$ cat src/rtl/split_fsm_pkg.sv
`timescale 1ns/1ps
package split_fsm_pkg;

  // Widths and counts
  localparam int IN_W    = 8;            // condition inputs
  localparam int OUT_W   = 14;           // controller outputs
  localparam int ST_W    = 3;            // state register width
  localparam int AUX_W   = 2;            // selected auxiliary bits
  localparam int CODE_W  = 3;            // output code width
  localparam int CODE_N  = 1 << CODE_W;  // number of code values
  localparam int BYP_IDX = 2;            // x3 goes straight to the core

  // Input indices (bit k-1 holds xk)
  localparam int XI1 = 0;
  localparam int XI2 = 1;
  localparam int XI4 = 3;
  localparam int XI5 = 4;
  localparam int XI6 = 5;
  localparam int XI7 = 6;
  localparam int XI8 = 7;

  // Directly driven output indices (bit k-1 holds yk)
  localparam int YD2  = 1;
  localparam int YD5  = 4;
  localparam int YD7  = 6;
  localparam int YD8  = 7;
  localparam int YD9  = 8;
  localparam int YD12 = 11;
  localparam int YD14 = 13;

  // State codes; the selection logic depends on these bit patterns
  typedef enum logic [ST_W-1:0] {
    ST_S2 = 3'b000,
    ST_S8 = 3'b001,
    ST_S4 = 3'b010,
    ST_S5 = 3'b011,
    ST_S6 = 3'b100,
    ST_S3 = 3'b101,
    ST_S1 = 3'b110,
    ST_S7 = 3'b111
  } st_e;

  // Output pattern of a transition
  typedef enum logic [3:0] {
    PAT_0, PAT_1, PAT_2, PAT_3, PAT_4, PAT_5,
    PAT_6, PAT_7, PAT_8, PAT_9, PAT_10
  } pat_e;

  // Set of code values for which an encoded output is active
  function automatic logic [CODE_N-1:0] enc_members(input int idx);
    logic [CODE_N-1:0] m;
    case (idx)
      0:       m = 8'b0100_1000; // y1 : codes 3,6
      2:       m = 8'b0100_1100; // y3 : codes 2,3,6
      3:       m = 8'b0000_1100; // y4 : codes 2,3
      5:       m = 8'b1010_0000; // y6 : codes 5,7
      9:       m = 8'b0001_0010; // y10: codes 1,4
      10:      m = 8'b0001_0000; // y11: code 4
      12:      m = 8'b1000_0000; // y13: code 7
      default: m = '0;
    endcase
    return m;
  endfunction

endpackage

$ cat src/rtl/split_fsm_insel.sv
`timescale 1ns/1ps
module split_fsm_insel
  import split_fsm_pkg::*;
(
  input  st_e              state,
  input  logic [IN_W-1:0]  x,
  output logic [AUX_W-1:0] p,
  output logic             x_byp
);

  // One-hot decode of the present state
  logic in_s1, in_s3, in_s5, in_s7, in_s8;

  always_comb begin
    in_s1 = (state == ST_S1);
    in_s3 = (state == ST_S3);
    in_s5 = (state == ST_S5);
    in_s7 = (state == ST_S7);
    in_s8 = (state == ST_S8);
  end

  // Sum of state-gated products, one per routed input
  always_comb begin
    p[0] = (in_s1 & x[XI1]) |
           (in_s3 & x[XI7]) |
           (in_s5 & x[XI4]) |
           (in_s7 & x[XI7]);
    p[1] = (in_s1 & x[XI2]) |
           (in_s3 & x[XI8]) |
           (in_s5 & x[XI6]) |
           (in_s8 & x[XI5]);
  end

  assign x_byp = x[BYP_IDX];

endmodule

$ cat src/rtl/split_fsm_core.sv
`timescale 1ns/1ps
module split_fsm_core
  import split_fsm_pkg::*;
(
  input  st_e               state,
  input  logic [AUX_W-1:0]  p,
  input  logic              x_byp,
  output st_e               state_nxt,
  output logic [OUT_W-1:0]  dir_out,
  output logic [CODE_W-1:0] code_out
);

  pat_e pat;
  logic p1, p2;

  assign p1 = p[0];
  assign p2 = p[1];

  // Next state and pattern of the transition taken
  always_comb begin
    state_nxt = state;
    pat       = PAT_0;
    unique case (state)
      ST_S1: if (p1) begin state_nxt = ST_S2; pat = PAT_1; end
      ST_S2: begin state_nxt = ST_S3; pat = PAT_2; end
      ST_S3: begin
        if (p1 && p2)       begin state_nxt = ST_S4; pat = PAT_3; end
        else if (p1 && !p2) begin state_nxt = ST_S5; pat = PAT_4; end
        else                begin state_nxt = ST_S6; pat = PAT_5; end
      end
      ST_S4: begin
        if (x_byp) begin state_nxt = ST_S7; pat = PAT_6; end
        else       begin state_nxt = ST_S8; pat = PAT_7; end
      end
      ST_S5: begin
        if (p2) begin state_nxt = ST_S6; pat = PAT_8; end
        else    begin state_nxt = ST_S1; pat = PAT_9; end
      end
      ST_S6: begin state_nxt = ST_S7; pat = PAT_10; end
      ST_S7: if (p1) begin state_nxt = ST_S8; pat = PAT_2; end
      ST_S8: if (p2) begin state_nxt = ST_S1; pat = PAT_4; end
    endcase
  end

  // Outputs owned by a single pattern are driven directly
  always_comb begin
    dir_out = '0;
    unique case (pat)
      PAT_1:   begin dir_out[YD2] = 1'b1; dir_out[YD5] = 1'b1; end
      PAT_5:   dir_out[YD8] = 1'b1;
      PAT_7:   begin dir_out[YD9] = 1'b1; dir_out[YD14] = 1'b1; end
      PAT_8:   dir_out[YD7] = 1'b1;
      PAT_10:  dir_out[YD12] = 1'b1;
      default: dir_out = '0;
    endcase
  end

  // Shared outputs are packed into a short code
  always_comb begin
    unique case (pat)
      PAT_1:   code_out = 3'd1;
      PAT_2:   code_out = 3'd2;
      PAT_3:   code_out = 3'd3;
      PAT_4:   code_out = 3'd4;
      PAT_5:   code_out = 3'd5;
      PAT_6:   code_out = 3'd6;
      PAT_9:   code_out = 3'd7;
      default: code_out = 3'd0;
    endcase
  end

endmodule

$ cat src/rtl/split_fsm_outdec.sv
`timescale 1ns/1ps
module split_fsm_outdec
  import split_fsm_pkg::*;
(
  input  logic [CODE_W-1:0] code,
  output logic [OUT_W-1:0]  y_enc
);

  // Each output bit looks up its own membership set
  for (genvar i = 0; i < OUT_W; i++) begin : g_bit
    localparam logic [CODE_N-1:0] MEMB = enc_members(i);
    assign y_enc[i] = MEMB[code];
  end

endmodule

$ cat src/rtl/split_fsm_ctl.sv
`timescale 1ns/1ps
module split_fsm_ctl
  import split_fsm_pkg::*;
(
  input  logic              clk,
  input  logic              rst_n,
  input  logic [IN_W-1:0]   x_in,
  output logic [OUT_W-1:0]  y_out,
  output logic [ST_W-1:0]   state_code,
  output logic [AUX_W-1:0]  p_aux,
  output logic [CODE_W-1:0] q_code
);

  st_e               state_q, state_d;
  logic [OUT_W-1:0]  dir_q, dir_d, dec_y;
  logic [CODE_W-1:0] code_q, code_d;
  logic [AUX_W-1:0]  p_sel;
  logic              x_byp;

  split_fsm_insel u_insel (
    .state (state_q),
    .x     (x_in),
    .p     (p_sel),
    .x_byp (x_byp)
  );

  split_fsm_core u_core (
    .state     (state_q),
    .p         (p_sel),
    .x_byp     (x_byp),
    .state_nxt (state_d),
    .dir_out   (dir_d),
    .code_out  (code_d)
  );

  // State, direct outputs and code move together
  always_ff @(posedge clk or negedge rst_n) begin
    if (!rst_n) begin
      state_q <= ST_S2;
      dir_q   <= '0;
      code_q  <= '0;
    end else begin
      state_q <= state_d;
      dir_q   <= dir_d;
      code_q  <= code_d;
    end
  end

  split_fsm_outdec u_outdec (
    .code  (code_q),
    .y_enc (dec_y)
  );

  assign y_out      = dir_q | dec_y;
  assign state_code = state_q;
  assign p_aux      = p_sel;
  assign q_code     = code_q;

endmodule

$ cat config.mk
export PLATFORM = sky130hd
export DESIGN_NAME = split_fsm_ctl
export DESIGN_NICKNAME = d
export VERILOG_FILES = /design/src/rtl/split_fsm_pkg.sv /design/src/rtl/split_fsm_insel.sv /design/src/rtl/split_fsm_core.sv /design/src/rtl/split_fsm_outdec.sv /design/src/rtl/split_fsm_ctl.sv
export SDC_FILE = /design/constraint.sdc
export NUM_CORES = 1
export LEC_CHECK = 0
export BUFFER_PORTS_ARGS = -buffer_cell sky130_fd_sc_hd__buf_2
export CORE_UTILIZATION = 41
export CTS_CLUSTER_SIZE = 12
export DETAILED_ROUTE_END_ITERATION = 7
export PLACE_DENSITY = 0.73
export SYNTH_ARGS = -nofsm -noshare
export SYNTH_HDL_FRONTEND = slang
export SYNTH_SLANG_ARGS = --single-unit
$ cat constraint.sdc
create_clock -name clk -period 1.1 [get_ports clk]
set_input_delay 0.11 -clock clk [delete_from_list [all_inputs] [get_ports clk]]
set_output_delay 0.11 -clock clk [all_outputs]
set_load 0.005 [all_outputs]
-- Word level (Yosys, flattened, before mapping)
Memory sizes are Yosys's and may differ from the RTL's.
Cells that the tools add are included.
- bits in registers: 13
- memory bits (read-only): 64
- input bits: 10
- word-level logic and storage cells: 82
- memories: 8
- $lt $le $gt $ge: 1
- eq/ne operators: 20
- mux-type cells: 30
- bitwise operators: 15
- reduce and logical (&&, ||, !) cells: 5
- memory list (name ; words ; width ; read ports ; clocked after memory_dff ; write ports ; RTL line ; source):
    (name not given) ; 8 ; 1 ; 1 ; 0 ; 0 ; split_fsm_outdec.sv:12 ; assign y_enc[i] = MEMB[code];
    (name not given) ; 8 ; 1 ; 1 ; 0 ; 0 ; split_fsm_outdec.sv:12 ;
    (name not given) ; 8 ; 1 ; 1 ; 0 ; 0 ; split_fsm_outdec.sv:12 ;
    (name not given) ; 8 ; 1 ; 1 ; 0 ; 0 ; split_fsm_outdec.sv:12 ;
    (name not given) ; 8 ; 1 ; 1 ; 0 ; 0 ; split_fsm_outdec.sv:12 ;
    (name not given) ; 8 ; 1 ; 1 ; 0 ; 0 ; split_fsm_outdec.sv:12 ;
    2 more memories ; n/a ; n/a ; n/a ; n/a ; n/a ; n/a ;
- operators with widths (kind ; count):
    4-bit one-hot mux with 8 select lines ; 1
    3-bit one-hot mux with 8 select lines ; 1
    3-bit two-way mux ; 7
    3-bit one-hot mux with 7 select lines ; 1
    1-bit two-way mux ; 17
    4-bit by 3-bit == test with 1-bit output, second input constant ; 4
    14-bit OR ; 1
    3-bit == test, second input constant ; 4
    4-bit == test, second input constant ; 3
    1-bit bitwise AND ; 8
    4-bit by 2-bit == test with 1-bit output, second input constant ; 2
    3-bit by 2-bit == test with 1-bit output, second input constant ; 2
    2-bit by 1-bit != test with 1-bit output, second input constant ; 3
    1-bit OR ; 6
    4-bit by 1-bit == test with 1-bit output, second input constant ; 1
    3-bit by 4-bit less-than comparator with 1-bit output, second input constant ; 1
    2-bit two-way mux ; 2
    4-bit two-way mux ; 1
    3-bit by 1-bit == test with 1-bit output, second input constant ; 1
    3-bit logical NOT ; 1
    3-bit AND reduction ; 1
    1-bit logical AND ; 2
    1-bit logical NOT ; 1

-- Logic depth before layout (Yosys ltp)
Gate-level depths: netlist of run 1.
- depth in word-level cells: 12
- mapped depth: 5
- depth with buffers taken out: 3

-- By module
A second synthesis of run 1 with hierarchy kept.
- cells, all modules: 111
- area total of the unflattened synthesis: 1123.6 um2
- by module, submodules not included (module ; instances ; cells each ; area each (um2)):
    split_fsm_ctl ; 1 ; 34 ; 588.1
    split_fsm_core ; 1 ; 50 ; 345.3
    split_fsm_outdec ; 1 ; 16 ; 116.4
    split_fsm_insel ; 1 ; 11 ; 73.8

-- Worst setup path before layout of run 1
OpenSTA, ideal clock, no wires.
- path kind: register to register
- start: register state_q[0] (netlist: state_code[0])
- end: register code_q[0] (netlist: q_code[0])
- library setup time: 133 ps
- data arrival time: 1065 ps
- setup slack: -98 ps
- cell stages (with the launch flop): 5
- period minus slack after synthesis: 1198 ps
- path through: dfrtp_1 buf_6 nor2b_2 a221oi_2 a22oi_2
- cells in the longest elaborated chain, start to end: 12
- elaborated cells on any way between the ends: 40
- ends and longest elaborated chain (item ; RTL line ; source):
    from (decl) ; split_fsm_ctl.sv:14 ; st_e state_q, state_d;
    from (signal assigned) ; split_fsm_ctl.sv:43 ; state_q <= state_d;
    3-bit == test (on tied branches) ; split_fsm_insel.sv:15, split_fsm_core.sv:23, split_fsm_insel.sv:16 ;
    1-bit bitwise AND (on tied branches) ; split_fsm_insel.sv:28, split_fsm_insel.sv:29 ;
    1-bit OR ; split_fsm_insel.sv:28 ; p[1] = (in_s1 & x[XI2]) |
    1-bit OR ; split_fsm_insel.sv:29 ; (in_s3 & x[XI8]) |
    1-bit OR ; split_fsm_insel.sv:30 ; (in_s5 & x[XI6]) |
    1-bit logical NOT ; split_fsm_core.sv:28 ; else if (p1 && !p2) begin state_nxt = ST_S5; pat = PAT_4; end
    1-bit logical AND ; split_fsm_core.sv:28 ;
    1-bit two-way mux ; split_fsm_core.sv:28 ;
    4-bit two-way mux ; split_fsm_core.sv:27 ; if (p1 && p2) begin state_nxt = ST_S4; pat = PAT_3; end
    4-bit one-hot mux with 8 select lines (*) ; split_fsm_core.sv:23 ; unique case (state)
    4-bit == test (tied with other cells) ; split_fsm_core.sv:60 ; unique case (pat)
    3-bit one-hot mux with 7 select lines (*) ; split_fsm_core.sv:60 ;
    via code_d[0] ; split_fsm_ctl.sv:16 ; logic [CODE_W-1:0] code_q, code_d;
    to (signal assigned) ; split_fsm_ctl.sv:45 ; code_q <= code_d;
    to (decl) ; split_fsm_ctl.sv:16 ;
The timed path passes the listed nets; every way through them passes the cells marked *.
A chain may end at the register's enable or synchronous reset.

-- Worst setup path in the final report of run 1
- start: register state_q[1] (netlist: state_code[1])
- end: output port p_aux[1]
- cells in the longest elaborated chain, start to end: 5
- elaborated cells on any way between the ends: 11
- ends and longest elaborated chain (item ; RTL line ; source):
    3-bit == test (on tied branches) ; split_fsm_insel.sv:15, split_fsm_insel.sv:16 ;
    1-bit bitwise AND (on tied branches) ; split_fsm_insel.sv:28, split_fsm_insel.sv:29 ;
    1-bit OR ; split_fsm_insel.sv:28 ;
    1-bit OR ; split_fsm_insel.sv:29 ;
    1-bit OR (*) ; split_fsm_insel.sv:30 ;
    to (decl) ; split_fsm_ctl.sv:10 ; output logic [AUX_W-1:0] p_aux,
Mark *: on every way between the ends. The rest lies on a longest branch, timed or not.

==> impl_metrics.tcl, run 1 <==
set metrics [dict create \
    min_from "x_in[2]" \
    synth.net_count 80 \
    critical_path_class "flip-flop to output port" \
    syn_inst 70 \
    totalWireLength_um 1860 \
    rows 15 \
    synthTopCellsByArea "dfrtp_1 (36%), nor2b_1 (5.0%), buf_4 (4.0%)" \
    yosysTopAreaCell "dfrtp_1" \
    synth_area_sq_um 756 \
    cts.sinks 11 \
    drive_gt1_share_pct 62.4 \
    grt_pass1_vias 618 \
    finalWeightedCongestion 0.811 \
    core_area_sq_um 1730 \
    hp-class "input port to flip-flop" \
    antenna_cells 0 \
    intPower_mw 1.88 \
    place_hpwl_um 1220 \
    clk-insertion-delay-late_ns 0.28 \
    initial_core_util_pct 43.8 \
    io-pin-count 32 \
    ys_types 40 \
    timing_hold_violations_final 0 \
    drtPass1Iterations 4 \
    tightest_slew_ns 0.281 \
    antenna_found_initial 0 \
    max_slew_margin_pct 81.2 \
    required_ns 0.99 \
    clkPwrFrac_pct 9.5 \
    ant_nets 0 \
    p_leak_nw 0.593 \
    vias_per_cell 5.05 \
    cts_max_path_buffers 2 \
    die_area_sq_um 2020 \
    synth-seq-cells 11 \
    cp_data_arrival_time_ns 1.32 \
    wl_per_cell_um 13.1 \
    fmax_mhz 699 \
    power_frac_seq_pct 23.8 \
    clockRootBuffer "clkbuf_4" \
    ys_seq_area_share_pct 36.4 \
    overflow 0 \
    fin_ws_ns -0.331 \
    whs_ns 0.0384 \
    fin_util_pct 65.6 \
    yosys_warnings 0 \
    syn_area_per_cell_sq_um 10.8 \
    startpoint_type "flip-flop" \
    drt-initial-drc-count 18 \
    p_sw_mw 1.18 \
    cts_htree_levels 1 \
    setup_viol 20 \
    worstHoldPathCells 2 \
    fillers 145 \
    synth.top_cell.area_share_pct 36.4 \
    syn_to_final_growth_pct 49.8 \
    post-route-period-util_pct 130 \
    r2r_end "q_code[0]" \
    numCtsBuffers 3 \
    portBuffers 31 \
    peakVddDrop_v 0.00160 \
    endpoint_kind "output port" \
    violations "setup timing" \
    dr_total_vias 717 \
    switching_share_pct 38.6 \
    cts.clk_slew.worst_paths_ns 0.08 \
    pre_cts_ws_ns -0.157 \
    outcome "finished, violations left" \
    grt_start_max_net_pins 12 \
    die_w_um 44.9 \
    rsz0062_at_grt "yes" \
    cp_max_fo 4 \
    r2r_setup_slack_ns -0.33 \
    post-route-min-period_ns 1.43 \
    skew_ns 0.00676 \
    cts_tree "yes" \
    rr_worst_depth 6 \
    rr_startpoint "state_code[0]" \
    hold_end "dir_q[8]" \
    fin_nets 128 \
    grt_pass1_wl_um 2770 \
    route.detailed.drc 0 \
    die_y_um 44.9 \
    powerDensity_nw_per_um2 2710 \
    pwr-share-comb_pct 66.7 \
    grtUsageTotal_pct 19.5 \
    maxCapViolCount 0 \
    fin_tns_setup_ns -2.84 \
    maxSlewViolCount 0 \
]
layer usage:
layer	wire (um)	part of all wire (%)	GRT usage (%)	vias to the layer above
li1	-	-	-	349
met1	848	46	26.6	336
met2	868	47	28.7	26
met3	79	4.3	2.40	6
met4	59	3.2	13.3	0
met5	0	0	0	-
synthesized netlist by cell type (all sizes together):
| master | number |
|---|---|
| o311ai | 1 |
| a31oi | 1 |
| a211o | 1 |
| nor2b | 7 |
| buf | 7 |
| and4b | 1 |
| a22oi | 1 |
| nor3 | 2 |
| and2b | 2 |
| nand3b | 1 |
| xor2 | 1 |
| and3 | 3 |
| nor2 | 1 |
| o211ai | 1 |
| nor4bb | 1 |
| a21o | 2 |
| a21oi | 3 |
| nor3b | 2 |
| nand3 | 1 |
| inv | 1 |
| o22a | 1 |
| mux2i | 1 |
| nand2 | 4 |
| o2111ai | 1 |
| nand2b | 3 |
| a221oi | 1 |
| dfrtp | 11 |
| o2bb2ai | 1 |
| a22o | 1 |
| a31o | 1 |
| a211oi | 1 |
| o21ai | 1 |
| and2 | 2 |
| nand4b | 1 |
state kept, by name (all words and copies together), names as in the netlist:
name        cells
dir_q           5
state_code      3
q_code          3
worst max-delay path, stage by stage, from the launching register on:
cell       delay, ns
dfrtp_1         0.43
nor2b_1         0.16
a22o_1          0.23
o2bb2ai_1       0.11
buf_2           0.12
metrics by stage:
stage / instances / power (mW) / instance area (sq um)
2_1_floorplan: 70 / 1.84 / 759
3_3_place_gp: 129 / 2.28 / 950
3_5_place_dp: 129 / 2.31 / 950
4_1_cts: 142 / 2.95 / 1090
5_1_grt: 142 / 3.29 / 1130
6_report: 142 / 3.07 / 1130
cells in the final DEF, fill, tap and decap left out, types with 2 or more instances in the layout:
| cell type | netlist | final |
|---|---|---|
| nand2_1 | 4 | 4 |
| and3_1 | 3 | 2 |
| nor3b_2 | 1 | 2 |
| a21o_1 | 2 | 2 |
| and2b_1 | 2 | 2 |
| buf_6 | 2 | 8 |
| buf_4 | 4 | 13 |
| dfrtp_2 | 0 | 4 |
| dfrtp_1 | 11 | 7 |
| nor2b_1 | 6 | 5 |
| clkbuf_4 | 0 | 3 |
| buf_2 | 0 | 28 |
| nand2b_1 | 3 | 3 |
cells by family after synthesis:
family,synth area share [%]
XOR/XNOR,1.16
buffers and inverters,9.44
multiplexers,1.32
flip-flops,36.4
AND/OR/NAND/NOR,30.3
AO/OA/AOI/OAI,21.4
how the worst max path moves through the flow:
stage,start,end,cells past startpoint
6_report,state_code[1],p_aux[1],4
5_1_grt,state_code[1],p_aux[1],4
4_1_cts,state_code[1],p_aux[1],4
3_5_place_dp,state_code[0],state_code[1],3
3_3_place_gp,state_code[0],state_code[1],3
2_1_floorplan,state_code[0],p_aux[0],5
power groups by stage:
stage	Combinational (mW)	Sequential, mW	Clock (mW)
detailed placement	1.58	0.725	0
finish	2.05	0.731	0.290
global placement	1.57	0.716	0
CTS	1.96	0.703	0.287
global route	2.22	0.757	0.322
floorplan	1.17	0.678	0
area by class of cell:
| type | count | area (sq um) | area share (%) |
|---|---|---|---|
| Tap cell | 25 | 31.3 | 2.76 |
| Multi-Input combinational cell | 51 | 453 | 40.0 |
| Timing Repair Buffer | 50 | 338 | 29.8 |
| Clock buffer | 4 | 26.3 | 2.32 |
| Sequential cell | 11 | 280 | 24.8 |
| Inverter | 1 | 3.75 | 0.331 |
timing repair:
action | CTS | global route
cloned | 0 | 0
endpoints found under the setup margin | 17 | 22
pin swaps | 6 | 5
buffers inserted | 9 | 0
hold endpoints to repair | 11 | 0
resized for setup | 12 | 10
hold buffers | 1 | 0
(Power assumes the default switching activity.)
==> run 2, diff against run 1 <==
Settings changed: SETUP_SLACK_MARGIN from default to 0.2.
==> impl_metrics.tcl, run 2 (synthesis results as in run 1) <==
set metrics [dict create \
    outcome "finished, violations left" \
    violations "setup timing" \
    min_from "x_in[2]" \
    initial_core_util_pct 43.8 \
    slowest_delay_ns 0.45 \
    peakVddDrop_v 0.00158 \
    antenna_cells 0 \
    numCtsBuffers 3 \
    rows 15 \
    final_cell_mix "buf_2 (27), buf_4 (20), dfrtp_1 (6), buf_6 (6), dfrtp_2 (5)" \
    fin_ws_ns -0.344 \
    antenna_found_initial 0 \
    place_inst 131 \
    grt_pass1_vias 630 \
    die_y_um 44.9 \
    rsz0062_at_grt "yes" \
    io-pin-count 32 \
    cp_max_fo 6 \
    worstPathCellList "buf_4 -> nand2_2 -> a21oi_4 -> a31o_1 -> buf_2" \
    post-route-min-period_ns 1.44 \
    layoutNonFillerInstCount 146 \
    dr_total_vias 728 \
    die_w_um 44.9 \
    syn_to_final_growth_pct 56.5 \
    finalPower_mw 3.22 \
    maxSlewViolCount 0 \
    hp-class "input port to flip-flop" \
    timing_hold_violations_final 0 \
    fin_tns_setup_ns -2.70 \
    required_ns 0.99 \
    clockRootBuffer "clkbuf_4" \
    rr_startpoint "state_code[0]" \
    worstSetupStartpoint "state_code[0]" \
    worst_path_max_delay_cell "dfrtp_2" \
    maxCapViolCount 0 \
    fmax_mhz 693 \
    powerDensity_nw_per_um2 2720 \
    finalWeightedCongestion 0.776 \
    largest_reg_flops 5 \
    critical_path_class "flip-flop to output port" \
    grt_start_max_net_pins 12 \
    drive_gt1_share_pct 69.4 \
    place_hpwl_um 1220 \
    skew_ns 0.00478 \
    post-route-period-util_pct 131 \
    overflow 0 \
    totalWireLength_um 1890 \
    drtPass1Iterations 4 \
    grt_pass1_wl_um 2770 \
    vias_per_cell 4.99 \
    clk-insertion-delay-late_ns 0.26 \
    cts.clk_slew.worst_paths_ns 0.07 \
    portBuffers 31 \
    core_area_sq_um 1730 \
    cts.sinks 11 \
    tightest_slew_ns 0.250 \
    grtUsageTotal_pct 19.5 \
    max_slew_margin_pct 83.3 \
    drt-initial-drc-count 10 \
    route.detailed.drc 0 \
    wl_per_cell_um 12.9 \
    setup_viol 17 \
    cp_data_arrival_time_ns 1.33 \
    p_leak_nw 0.618 \
    ant_nets 0 \
    cts_tree "yes" \
    cts_max_path_buffers 2 \
    layout_commonest_cell "buf_2" \
    endpoint_kind "output port" \
    fin_nets 132 \
    die_area_sq_um 2020 \
    cts_htree_levels 1 \
    startpoint_type "flip-flop" \
    top_register "dir_q" \
]
[run 2: cell count changes in the layout (fill, tap and decap cells not counted), sizes merged]
cell	before	now
buf	49	53
[run 2: metrics by stage]
stage / hold WS (ns) / utilization, % / area [sq um] / setup slack (ns)
after floorplan: -0.186 / - / 762 / -0.0787
after global placement: -0.00914 / 56.0 / 967 / -0.182
after detailed placement: -0.00680 / 56.0 / 967 / -0.234
after CTS: 0.0554 / 63.5 / 1100 / -0.330
after global routing: 0.0499 / 68.5 / 1180 / -0.410
final: 0.0745 / 68.5 / 1180 / -0.344
[run 2: worst max-delay path: cells and delay by family, from the launching register on]
kind            cells  cell delay [ns]
flops               1             0.45
buf+inv             2             0.29
compound gates      2             0.24
simple gates        1             0.09
[run 2: report_power, final]
group / total [mW] / internal, mW / switching, mW
Combinational: 2.19 / 1.29 / 0.901
Sequential: 0.758 / 0.564 / 0.194
Clock: 0.274 / 0.140 / 0.135
[run 2: worst paths after layout]
check | endpoint | slack [ns] | cells after the start
max | p_aux[0] | -0.34 | 5
min | dir_q[8] | 0.07 | 2
max in group asynchronous | q_code[0] | 0.64 | 2
min reg2reg | dir_q[11] | 0.62 | 2
max reg2reg | q_code[0] | -0.34 | 6
min in group asynchronous | dir_q[7] | 0.24 | 2
[run 2: layout make-up]
type	count	area [sq um]
repair buffers	54	363
flip-flops and latches	11	282
well taps	25	31.3
clock buffers	4	26.3
fillers	134	544
inverters	1	3.75
multi-input cells	51	477
[run 2: repair_timing]
| action | in CTS | in global routing |
|---|---|---|
| endpoints found under the setup margin | 26 | 30 |
| gates resized for setup | 12 | 14 |
| hold buffers | 1 | 0 |
| hold endpoints to repair | 11 | 0 |
| buffers inserted | 7 | 3 |
| pin swaps | 4 | 7 |
[run 2: routing by layer]
metal	vias up	track usage (%)	wire [um]
met5	-	0	0
met4	0	10.9	19
met3	2	2.40	40
met2	19	30.4	943
met1	350	26.1	883
li1	357	-	-
==> run 3, diff against run 2 <==
Clock period 1.1 ns to 1.2 ns, I/O delays scaled along.
==> impl_metrics.tcl, run 3 (synthesis results as in run 1) <==
set metrics [dict create \
    worstPathCellList "buf_6 -> buf_4 -> buf_6 -> and4b_4 -> a21o_1 -> a21oi_2" \
    rows 15 \
    cpMostUsedCell "buf_6" \
    cts.clk_slew.worst_paths_ns 0.08 \
    stdcell_area_sq_um 1210 \
    largest_reg_flops 5 \
    slowest_delay_ns 0.46 \
    fin_nets 134 \
    antenna_cells 0 \
    worst_path_max_delay_cell "dfrtp_2" \
    finalPower_mw 3.08 \
    fmax_mhz 666 \
    clk-insertion-delay-late_ns 0.27 \
    vias_per_cell 5.34 \
    outcome "finished, violations left" \
    required_ns 1.35 \
    cts_max_path_buffers 2 \
    hp-class "input port to flip-flop" \
    p_leak_nw 0.633 \
    fin_util_pct 70.1 \
    critical_path_class "flip-flop to flip-flop" \
    place_inst 129 \
    cts_htree_levels 1 \
    rr_startpoint "state_code[0]" \
    ant_nets 0 \
    powerDensity_nw_per_um2 2550 \
    antenna_found_initial 0 \
    whs_ns 0.0690 \
    layoutNonFillerInstCount 148 \
    drive_gt1_share_pct 68.3 \
    layout_commonest_cell "buf_2" \
    cp_max_fo 6 \
    core_area_sq_um 1730 \
    die_w_um 44.9 \
    setup_viol 15 \
    maxCapViolCount 0 \
    cp_data_arrival_time_ns 1.65 \
    rsz0062_at_grt "yes" \
    syn_to_final_growth_pct 60.1 \
    route.detailed.drc 0 \
    top_register "dir_q" \
    timing_hold_violations_final 0 \
    violations "setup timing" \
    die_area_sq_um 2020 \
    path_delay_family "flip-flops" \
    totalWireLength_um 2220 \
    skew_ns 0.0126 \
    initial_core_util_pct 43.8 \
    cts_tree "yes" \
    worstSetupStartpoint "state_code[0]" \
    final_cell_mix "buf_2 (27), buf_4 (17), buf_6 (11)" \
    fin_tns_setup_ns -2.15 \
    post-route-min-period_ns 1.50 \
    min_from "x_in[2]" \
    numCtsBuffers 3 \
    die_y_um 44.9 \
    clockRootBuffer "clkbuf_4" \
    drt-initial-drc-count 14 \
    startpoint_type "flip-flop" \
    finalWeightedCongestion 0.772 \
    endpoint_kind "flip-flop" \
    grt_start_max_net_pins 12 \
    post-route-period-util_pct 125 \
    crit_buf_inv 3 \
    grtUsageTotal_pct 20.2 \
    grt_pass1_vias 677 \
    wl_per_cell_um 15.0 \
    pre_cts_ws_ns -0.102 \
    tightest_slew_ns 0.276 \
    place_area_sq_um 950 \
    fin_ws_ns -0.302 \
    maxSlewViolCount 0 \
    portBuffers 31 \
    max_slew_margin_pct 81.5 \
    io-pin-count 32 \
    overflow 0 \
    cts.sinks 11 \
    peakVddDrop_v 0.00156 \
    place_hpwl_um 1270 \
    grt_pass1_wl_um 2930 \
    drtPass1Iterations 4 \
    dr_total_vias 790 \
]
run 3: cell type report:
| class | count | area, sq um |
|---|---|---|
| Fill cell | 132 | 517 |
| Inverter | 1 | 3.75 |
| Timing Repair Buffer | 56 | 397 |
| Sequential cell | 11 | 282 |
| Multi-Input combinational cell | 51 | 470 |
| Tap cell | 25 | 31.3 |
| Clock buffer | 4 | 26.3 |
run 3: metal layers:
layer  part of all wire, %  up-vias  global-route usage (%)
met5                     0        -                       0
met4                  0.63        0                    9.09
met3                   2.4        2                       0
met2                    52       28                    37.1
met1                    45      399                    24.6
li1                      -      361                       -
run 3: path summary, 6_finish.rpt:
kind	end	slack, ns	cells after the start
max	state_code[1]	-0.30	6
min	dir_q[8]	0.07	2
max reg2reg	state_code[1]	-0.30	6
min reg2reg	dir_q[11]	0.70	2
max in group asynchronous	q_code[0]	0.73	2
min in group asynchronous	dir_q[11]	0.24	2
run 3: what timing repair did:
action,CTS,global route
pin swaps,8,2
resized for setup,17,14
buffers inserted,9,5
endpoints found under the hold margin,11,0
hold buffers,1,0
endpoints found under the setup margin,20,25
run 3: power breakdown:
group	total, mW	leakage (nW)	internal (mW)	switching [mW]
combinational	2.14	0.482	1.24	0.893
clock	0.260	0.0150	0.129	0.131
sequential	0.686	0.135	0.517	0.169
